$ cat src/rtl/timer_pkg.sv
package timer_pkg;
    // Control register layout: bit0 counter run, bit1 prescaler run, bit2 divide select
    typedef struct packed {
        logic pre_sel;
        logic pre_run;
        logic tmr_run;
    } ctl_t;
endpackage

$ cat src/rtl/instr_clk_gen.sv
module instr_clk_gen #(
    parameter int DIV = 3
) (
    input  logic clk,
    input  logic rst_n,
    output logic ie_o
);
    localparam int W = (DIV > 1) ? $clog2(DIV) : 1;
    localparam logic [W-1:0] LAST = W'(DIV - 1);

    typedef struct packed {
        logic [W-1:0] cnt;
    } st_t;

    st_t st_d, st_q;

    always_comb begin
        st_d = st_q;
        if (st_q.cnt == LAST) st_d.cnt = '0;
        else                  st_d.cnt = st_q.cnt + 1'b1;
    end

    always_ff @(posedge clk or negedge rst_n) begin
        if (!rst_n) st_q <= '0;
        else        st_q <= st_d;
    end

    assign ie_o = (st_q.cnt == LAST);
endmodule

$ cat src/rtl/prescaler.sv
module prescaler #(
    parameter int RATIO_LO = 4,
    parameter int RATIO_HI = 16
) (
    input  logic clk,
    input  logic rst_n,
    input  logic ie_i,
    input  logic run_i,
    input  logic sel_i,
    output logic tick_o
);
    localparam int W = $clog2(RATIO_HI);
    localparam logic [W-1:0] LIM_LO = W'(RATIO_LO - 1);
    localparam logic [W-1:0] LIM_HI = W'(RATIO_HI - 1);

    typedef struct packed {
        logic [W-1:0] cnt;
    } st_t;

    st_t st_d, st_q;
    logic [W-1:0] lim;
    logic         wrap;

    always_comb begin
        lim  = sel_i ? LIM_HI : LIM_LO;
        wrap = (st_q.cnt >= lim);
        st_d = st_q;
        if (!run_i) begin
            st_d.cnt = '0;
        end else if (ie_i) begin
            st_d.cnt = wrap ? '0 : st_q.cnt + 1'b1;
        end
    end

    always_ff @(posedge clk or negedge rst_n) begin
        if (!rst_n) st_q <= '0;
        else        st_q <= st_d;
    end

    assign tick_o = run_i & ie_i & wrap;
endmodule

$ cat src/rtl/reload_counter.sv
module reload_counter #(
    parameter int W = 8
) (
    input  logic         clk,
    input  logic         rst_n,
    input  logic         tick_i,
    input  logic         run_i,
    input  logic         ld_i,
    input  logic [W-1:0] ld_val_i,
    input  logic [W-1:0] reload_i,
    output logic [W-1:0] count_o,
    output logic         expire_o
);
    typedef struct packed {
        logic [W-1:0] cnt;
    } st_t;

    st_t  st_d, st_q;
    logic at_zero;

    always_comb begin
        at_zero = (st_q.cnt == '0);
        st_d    = st_q;
        if (run_i) begin
            if (tick_i) st_d.cnt = at_zero ? reload_i : st_q.cnt - 1'b1;
        end else if (ld_i) begin
            st_d.cnt = ld_val_i;
        end
    end

    always_ff @(posedge clk or negedge rst_n) begin
        if (!rst_n) st_q <= '0;
        else        st_q <= st_d;
    end

    assign count_o  = st_q.cnt;
    assign expire_o = run_i & tick_i & at_zero;
endmodule

$ cat src/rtl/prescaled_reload_timer.sv
module prescaled_reload_timer #(
    parameter int CNT_W    = 8,
    parameter int SYS_DIV  = 3,
    parameter int RATIO_LO = 4,
    parameter int RATIO_HI = 16
) (
    input  logic             clk,
    input  logic             rst_n,
    input  logic             ctl_we,
    input  logic [2:0]       ctl_wdata,
    input  logic             rld_we,
    input  logic [CNT_W-1:0] rld_wdata,
    input  logic             en_we,
    input  logic             en_wdata,
    input  logic             gie_we,
    input  logic             gie_wdata,
    input  logic             tac_req,
    output logic             tac_hit_o,
    output logic [CNT_W-1:0] count_o,
    output logic             flag_o,
    output logic             irq_o
);
    import timer_pkg::*;

    typedef struct packed {
        ctl_t             ctl;
        logic             en;
        logic             gie;
        logic [CNT_W-1:0] rld;
        logic             flag;
    } st_t;

    st_t  st_d, st_q;
    logic ie;
    logic tick;
    logic expire;

    instr_clk_gen #(.DIV(SYS_DIV)) u_iclk (
        .clk   (clk),
        .rst_n (rst_n),
        .ie_o  (ie)
    );

    prescaler #(.RATIO_LO(RATIO_LO), .RATIO_HI(RATIO_HI)) u_pre (
        .clk    (clk),
        .rst_n  (rst_n),
        .ie_i   (ie),
        .run_i  (st_q.ctl.pre_run),
        .sel_i  (st_q.ctl.pre_sel),
        .tick_o (tick)
    );

    reload_counter #(.W(CNT_W)) u_cnt (
        .clk      (clk),
        .rst_n    (rst_n),
        .tick_i   (tick),
        .run_i    (st_q.ctl.tmr_run),
        .ld_i     (rld_we),
        .ld_val_i (rld_wdata),
        .reload_i (st_q.rld),
        .count_o  (count_o),
        .expire_o (expire)
    );

    always_comb begin
        st_d = st_q;
        if (ctl_we) st_d.ctl = ctl_t'(ctl_wdata);
        if (en_we)  st_d.en  = en_wdata;
        if (gie_we) st_d.gie = gie_wdata;
        if (rld_we) st_d.rld = rld_wdata;
        if (expire)       st_d.flag = 1'b1;
        else if (tac_req) st_d.flag = 1'b0;
    end

    always_ff @(posedge clk or negedge rst_n) begin
        if (!rst_n) st_q <= '0;
        else        st_q <= st_d;
    end

    assign flag_o    = st_q.flag;
    assign tac_hit_o = st_q.flag;
    assign irq_o     = st_q.flag & st_q.en & st_q.gie;
endmodule

$ cat config.mk
export PLATFORM = sky130hd
export DESIGN_NAME = prescaled_reload_timer
export DESIGN_NICKNAME = d
export VERILOG_FILES = /design/src/rtl/timer_pkg.sv /design/src/rtl/instr_clk_gen.sv /design/src/rtl/prescaler.sv /design/src/rtl/reload_counter.sv /design/src/rtl/prescaled_reload_timer.sv
export SDC_FILE = /design/constraint.sdc
export NUM_CORES = 1
export LEC_CHECK = 0
export BUFFER_PORTS_ARGS = -buffer_cell sky130_fd_sc_hd__buf_4
export CAP_MARGIN = 20
export CORE_ASPECT_RATIO = 1.75
export CORE_UTILIZATION = 40
export CTS_CLUSTER_SIZE = 24
export DETAILED_ROUTE_END_ITERATION = 8
export SYNTH_ARGS = -nofsm -noshare
export SYNTH_HDL_FRONTEND = slang
export SYNTH_SLANG_ARGS = --single-unit
$ cat constraint.sdc
create_clock -name clk -period 4.1 [get_ports clk]
set_clock_uncertainty 0.2 [all_clocks]
set_input_delay 0.41 -clock clk [delete_from_list [all_inputs] [get_ports clk]]
set_output_delay 0.41 -clock clk [all_outputs]
set_load 0.005 [all_outputs]
# After elaboration in Yosys (flattened, before gate mapping)

Cells that the tools add are included.

Shifts and indexed selects: 0
Equality and inequality tests: 3
Multipliers: 0
$add $sub $neg: 3
Order comparisons: 1
Bitwise logic cells: 6
Divide/modulo/power cells: 0
Muxes and demuxes: 11
Reductions and logical operators: 4

Operator list:

| kind                                                                    | number |
|---|---|
| 8-bit 2-to-1 mux                                                        | 4 |
| 4-bit 2-to-1 mux                                                        | 4 |
| 8-bit logical NOT                                                       | 1 |
| 8-bit by 1-bit subtractor with 8-bit output, second input constant      | 1 |
| 1-bit bitwise AND                                                       | 6 |
| 4-bit by 1-bit adder with 4-bit output, second input constant           | 1 |
| 4-bit >= comparator                                                     | 1 |
| 2-bit by 1-bit inequality test with 1-bit output, second input constant | 2 |
| 2-bit nonzero test                                                      | 2 |
| 2-bit by 1-bit adder with 2-bit output, second input constant           | 1 |
| 2-bit == test, second input constant                                    | 1 |
| 1-bit 2-to-1 mux                                                        | 2 |
| 2-bit 2-to-1 mux                                                        | 1 |
| 2-bit AND reduction                                                     | 1 |

Logic and storage cells: 38
Memories: 0
Register bits after elaboration: 28
Input port bits: 20
Output and inout bits: 11
Bits in latches: 0
RAM bits: 0
Bits in read-only memories: 0

# Depth between registers and ports, before layout

Gate-level depths: netlist (run 1).

Word-level depth: 6
Gate-level depth with buffers: 7
Depth with buffers taken out: 6

# Cells and area by module

From an unflattened synthesis (run 1), not the netlist that was laid out.

Cell total of the unflattened synthesis: 135
Area total of the unflattened synthesis: 1,546.5 µm²

Modules (own cells, without submodules):

| module                 | times used | area each (µm²) | cells an instance | seq. area each (µm²) |
|---|---|---|---|---|
| reload_counter         | 1          | 626.9           | 67                | 200.2 |
| prescaled_reload_timer | 1          | 563.0           | 32                | 350.3 |
| prescaler              | 1          | 287.8           | 31                | 100.1 |
| instr_clk_gen          | 1          | 68.8            | 5                 | 50.0 |

# Worst setup path after synthesis (run 1)

No wires, ideal clock.

Path type: reg-to-reg
Start point: register u_pre.st_q[2] (netlist name)
End point: register u_cnt.st_q (netlist bit u_cnt.count_o[3])
Stages on the path, launching flop included: 6
Data arrival time: 1,788 ps
Required time: 3,775 ps
Period minus slack after synthesis: 2,113 ps
Library setup time: 125 ps
Path buffers: 0
Path slack: 1,987 ps
Cells stage by stage: dfrtp_1 > ha_1 > a21o_1 > a21oi_1 > o21ai_1 > mux2_2

Cells in the longest elaborated chain, start to end: 4

Ends and longest elaborated chain:

| item                                                       | RTL line             | RTL |
|---|---|---|
| from (decl)                                                | prescaler.sv:20      | `st_t st_d, st_q;` |
| from (signal assigned)                                     | prescaler.sv:37      | `else st_q <= st_d;` |
| 4-bit >= comparator                                        | prescaler.sv:26      | `wrap = (st_q.cnt >= lim);` |
| 1-bit bitwise AND                                          | prescaler.sv:40      | `assign tick_o = run_i & ie_i & wrap;` |
| 2-bit by 1-bit inequality test with 1-bit output (no line) | --                   |  |
| 2-bit AND reduction (no line)                              | --                   |  |
| to (signal assigned)                                       | reload_counter.sv:33 | `else st_q <= st_d;` |
| to (decl)                                                  | reload_counter.sv:18 | `st_t st_d, st_q;` |

Every way passes these cells.
A chain may end at the register's enable or synchronous reset.

# Final worst setup path (run 1)

Start point: register u_pre.st_q[2] (netlist name)
End point: register u_cnt.st_q (netlist bit u_cnt.count_o[4])

The elaborated chain is that of the path after synthesis.

==> results of run 1 <==
[flip-flops by register name, indices dropped and copies added, names as in the netlist]
name / cells
u_cnt.count_o: 8
u_iclk.st_q: 2
u_pre.st_q: 4
st_q: 13
flag_o: 1
[timing repair]
item,in CTS,in global routing
endpoints found under the hold margin,28,0
setup buffers,0,0
gates resized for setup,0,0
hold buffers,1,0
[layer usage]
layer,global-route usage [%],vias up
met4,8.29,0
met1,20.0,613
met3,2.17,9
met5,0,-
li1,-,609
met2,35.0,44
[cells by family after synthesis]
kind of cell / count (synthesis) / share of synthesized area (%)
AND/OR/NAND/NOR: 38 / 14.1
XOR/XNOR: 3 / 1.68
buffers and inverters: 12 / 3.67
adder cells (fa/ha/maj): 5 / 3.99
flip-flops: 28 / 44.7
AO/OA/AOI/OAI: 43 / 20.5
multiplexers: 16 / 11.3
[layout make-up]
type | count | share of cell area [%]
multi-input combinational | 105 | 43.0
sequential | 28 | 37.3
timing repair buffer | 31 | 12.5
tap | 46 | 3.06
clock buffer | 4 | 2.93
inverter | 6 | 1.20
[placed cells by master (no fill, tap or decap), drive strengths merged, types with 3 or more instances in the layout]
master	count
nand2b	5
nor3	4
o211ai	3
nand3	4
mux2	14
inv	6
nand2	7
buf	30
o21ai	9
ha	5
dfrtp	28
xnor2	3
nor2b	5
o22ai	3
clkbuf	4
a211oi	4
[report_power, final]
group | leakage (nW) | switching [mW] | internal, mW | total, mW
Sequential | 0.337 | 0.0539 | 0.312 | 0.366
Clock | 0.0288 | 0.0842 | 0.0859 | 0.170
Combinational | 0.434 | 0.0848 | 0.117 | 0.202
Total | 0.800 | 0.223 | 0.515 | 0.738
[critical path: stages, from the launching register on]
cell	delay [ns]
dfrtp_1	0.43
ha_1	0.31
a21o_1	0.20
a21oi_1	0.60
o21ai_1	0.35
mux2_2	0.35
[how the worst min path moves through the flow]
| stage | start | to | cells after the start | slack [ns] |
|---|---|---|---|---|
| after global placement | rst_n | st_q[8]$_DFFE_PN0P_ | 1 | 0.15 |
| after CTS | tac_req | flag_o$_DFFE_PN0P_ | 2 | 0.10 |
| after floorplan | rst_n | flag_o$_DFFE_PN0P_ | 0 | -0.09 |
| final | tac_req | flag_o$_DFFE_PN0P_ | 2 | 0.11 |
| after global routing | tac_req | flag_o$_DFFE_PN0P_ | 2 | 0.10 |
| after detailed placement | rst_n | st_q[10]$_DFFE_PN0P_ | 1 | 0.15 |
==> results.tsv, run 1 <==
metric	value	unit
pin count of the biggest net entering global routing	29	
fin nets	200	
FF-to-FF path depth	5	
Final Non-Filler Cells	220	
status	completed	
worst reg2reg endpoint	u_cnt.count_o[4]$_DFFE_PN0P_	
final core area utilization	50.8	%
launch point of the worst path	u_pre.st_q[2]$_DFFE_PN0P_	
clock sinks	28	
Clock transition at path regs	0.10	ns
Core Rows	29	
unique cell type count in the Yosys netlist	48	
GR Util All Layers	18.6	%
part of the cycle the worst path needs	62.5	%
syn_area_per_cell	10.8	um2
die height	84.8	um
WHS	0.114	ns
Setup WS pre-CTS	1.55	ns
worst reg2reg path startpoint	u_pre.st_q[2]$_DFFE_PN0P_	
top area cells in the synthesized netlist	dfrtp_1 (45%), mux2_2 (10%), ha_1 (4.0%)	
hpwl dp	2660	um
Critical Path AT	2.52	ns
# port buffers	30	
#FFs+latches synth	28	
detailed-routing wirelength on met1	1380	um
Crit path required time	4.06	ns
FF+latch area	701	um2
Core Footprint	3700	um2
WL/cell	15.8	um
Max Used Layer	met4	
n_diodes	0	
crit path time final	2.56	ns
I/O pins	31	
DRT Wirelength	3490	um
ANT nets after route	0	
Cells after Synth	145	
CTS tree	done	
Cell Area, Placed	1810	um2
H-tree levels	1	
Post-synth EDFFs	0	
post-route cell area	1880	um2
Max VDD drop	0.000278	V
die width	49.3	um
setup_tns	0	ns
worst-margin pin slew	0.734	ns
GRT Residual Overflow	0	
Power, Total	0.738	mW
register area share after synthesis	44.7	%
dpl cells	215	
critical path type	reg2reg	
Detailed Route Iter0 Violations	16	
Synth Warn #	0	
worst-skew pair later-pin latency	0.27	ns
share of cells above drive strength 1	29.9	%
Top FF cell, synth	dfrtp_1	
Max Clk Rate	0.390	GHz
CTS Buf Count	3	
min-delay worst type	in2reg	
Final setup viols	0	
vias in the first global route	1291	
CP endpoint kind	flop	
routed wl met3	146	um
Max-Cap Viols	0	
RSZ-0062 raised after global routing	false	
Synth area leader	dfrtp_1	
area of the multi-input gates	808	um2
area delta synth->final	20.0	%
Syn Nets	170	
antenna violations before repair	0	
CTS Buffer Depth	2	
FFs w/ async S/R, synth	100	%
routability cong.	0.782	
starting density of the core	42.3	%
fillers	361	
Via density	5.80	
leakage power	0.800	nW
r2r setup slk	1.54	ns
Cell Area, Synth	1570	um2
PD cells	393	nW/um2
worst setup margin	1.54	ns
Crit Path Max Fanout	9	
met2 routed wirelength	1880	um
Worst setup SP type	flop	
Synth top cells by count	dfrtp_1 (28), mux2_2 (14), nand2_1 (7)	
top-area cell type share of the netlist area	44.7	%
first-pass GRT wire length	6020	um
Die Area	4180	um2
root buf cell	clkbuf_8	
DRC errors left	0	
top-count cell post-synth	dfrtp_1	
max-slew violations	0	
Max-slew headroom	51.0	%
Critical path destination	u_cnt.count_o[4]$_DFFE_PN0P_	
vias	1275	
Pre-antenna DRT Iters	4	
endpoints failing hold	0	
Note: power is estimated with default switching activity, not from simulation.
==> inputs of run 2 (changes only) <==
==> constraint.sdc (replaced) <==
create_clock -name clk -period 2.1 [get_ports clk]
set_clock_uncertainty 0.2 [all_clocks]
set_input_delay 0.21 -clock clk [delete_from_list [all_inputs] [get_ports clk]]
set_output_delay 0.21 -clock clk [all_outputs]
set_load 0.005 [all_outputs]
==> results.tsv, run 2 (synthesized netlist as in run 1, its figures left out) <==
metric	value	unit	change
RSZ-0062 raised after global routing	false		
worst setup margin	0.110	ns	-1.43 ns
clock sinks	28		unchanged
endpoints failing hold	1		+1
violated checks	hold timing		
H-tree levels	1		unchanged
fin nets	232		+16%
share of cells above drive strength 1	34.0	%	+4.1 points
Biggest register	st_q		
worst-margin pin slew	0.402	ns	-0.333 ns
Reg power frac	39.7	%	-9.9 points
final core area utilization	59.2	%	+8.4 points
Die Area	4180	um2	unchanged
part of the cycle the worst path needs	94.8	%	+32 points
Int Pwr	1.19	mW	+130%
area of the multi-input gates	821	um2	+1.5%
routability cong.	0.901		+15%
n_diodes	0		unchanged
# port buffers	30		unchanged
antenna violations before repair	0		unchanged
ANT nets after route	0		unchanged
worst-skew pair later-pin latency	0.28	ns	about the same
NetSw	0.468	mW	+110%
DRT Wirelength	4030	um	+15%
Max Clk Rate	0.502	GHz	+29%
Via density	5.48		-5.5%
die width	49.3	um	unchanged
CTS Buffer Depth	2		unchanged
Detailed Route Iter0 Violations	21		+5
FF-to-FF path depth	6		+1
PD cells	759	nW/um2	+93%
pin count of the biggest net entering global routing	29		unchanged
area delta synth->final	39.9	%	
Pre-antenna DRT Iters	4		unchanged
WHS	-0.0553	ns	-0.169 ns
Final setup viols	0		unchanged
starting density of the core	42.3	%	unchanged
CP endpoint kind	flop		
DRC errors left	0		unchanged
CTS Buf Count	3		unchanged
die height	84.8	um	unchanged
Core Footprint	3700	um2	unchanged
CTS tree	done		
Worst setup SP type	flop		
GR Util All Layers	21.8	%	+3.2 points
status	complete, but fails checks		
Crit Path Max Fanout	8		-1
Critical Path AT	2.01	ns	-0.51 ns
most common cell after layout, fill and taps aside	buf_4		
setup_tns	0	ns	unchanged
FF+latch area	701	um2	unchanged
leakage power	0.951	nW	+19%
Setup WS pre-CTS	0.0373	ns	-1.52 ns
Max VDD drop	0.000484	V	+74%
Max-slew headroom	72.5	%	+21 points
hpwl dp	2910	um	+9.3%
fillers	354		-1.9%
most frequent cells in the layout	buf_4 (45), dfrtp_1 (28), dlygate4sd3_1 (18), mux2_2 (14), nand2_1 (7)		
# Post-CTS Setup Buffers	0		unchanged
Hold Path Stages	2		unchanged
root buf cell	clkbuf_8		
Crit path required time	2.12	ns	-1.94 ns
GRT Residual Overflow	0		unchanged
Clock transition at path regs	0.09	ns	about the same
WL/cell	16.0	um	+0.83%
Max-Cap Viols	0		unchanged
max-slew violations	0		unchanged
crit path time final	1.99	ns	-0.571 ns
vias in the first global route	1512		+17%
switching part of the total power	28.2	%	-2.0 points
first-pass GRT wire length	6900	um	+15%
min-delay worst type	in2reg		
Clock power frac	25.6	%	+2.6 points
vias	1380		+8.2%
Combinational Power Share	34.8	%	+7.4 points
max reg flops	13		unchanged
critical path type	reg2reg		
I/O pins	31		unchanged
Core Rows	29		unchanged
run 2: changes by cell type in the layout (fill, tap and decap cells not counted), sizes merged:
| cell | previous run | this run |
|---|---|---|
| dlygate4sd3 | 1 | 18 |
| buf | 30 | 45 |
| clkbuf | 4 | 3 |
| bufinv | 0 | 1 |
run 2: final cells by class:
cell class              instances  area share [%]
flip-flops and latches         28            32.0
clock inverters                 1            1.37
repair buffers                 63            23.6
multi-input cells             105            37.5
clock buffers                   3            1.88
inverters                       6            1.03
well taps                      46            2.63
run 2: power by group through the flow:
stage | registers [mW] | clock network [mW] | logic, mW
detailed placement | 0.670 | 0 | 0.545
global route | 0.669 | 0.449 | 0.640
finish | 0.660 | 0.425 | 0.578
global placement | 0.667 | 0 | 0.531
CTS | 0.659 | 0.440 | 0.580
floorplan | 0.695 | 0 | 0.250
run 2: final timing paths:
kind | from | to | slack (ns)
worst max-delay path | u_cnt.count_o[0]$_DFFE_PN0P_ | u_cnt.count_o[3]$_DFFE_PN0P_ | 0.11
worst min-delay path | ctl_we | st_q[13]$_DFFE_PN0P_ | -0.06
worst max register to register | u_cnt.count_o[0]$_DFFE_PN0P_ | u_cnt.count_o[3]$_DFFE_PN0P_ | 0.11
worst min register to register | u_iclk.st_q[0]$_DFF_PN0_ | u_iclk.st_q[0]$_DFF_PN0_ | 0.28
max in group asynchronous | rst_n | st_q[5]$_DFFE_PN0P_ | 1.25
min in group asynchronous | rst_n | u_cnt.count_o[7]$_DFFE_PN0P_ | 0.18
run 2: critical path: stages, from the launching register on:
cell	delay [ns]
dfrtp_1	0.39
inv_1	0.08
ha_1	0.16
or3b_4	0.44
or2_1	0.30
o221ai_1	0.18
mux2_2	0.19
run 2: per-layer routing:
layer | global-route usage [%] | routed length, um | share of wire, %
met1 | 23.5 | 1540 | 38
met2 | 41.7 | 2320 | 58
met3 | 1.09 | 79 | 2.0
met4 | 10.2 | 90 | 2.2
met5 | 0 | 0 | 0
run 2: repair_timing:
item	in CTS	in global routing
hold endpoints to repair	42	0
hold buffers	19	0
setup endpoints to repair	0	7
gates resized for setup	0	2
run 2: per-stage QoR:
stage / std cells / power [mW] / instance area (um2)
finish: 252 / 1.66 / 2190
global route: 252 / 1.76 / 2190
CTS: 253 / 1.68 / 2190
detailed placement: 230 / 1.22 / 1930
global placement: 230 / 1.20 / 1930
floorplan: 145 / 0.945 / 1570
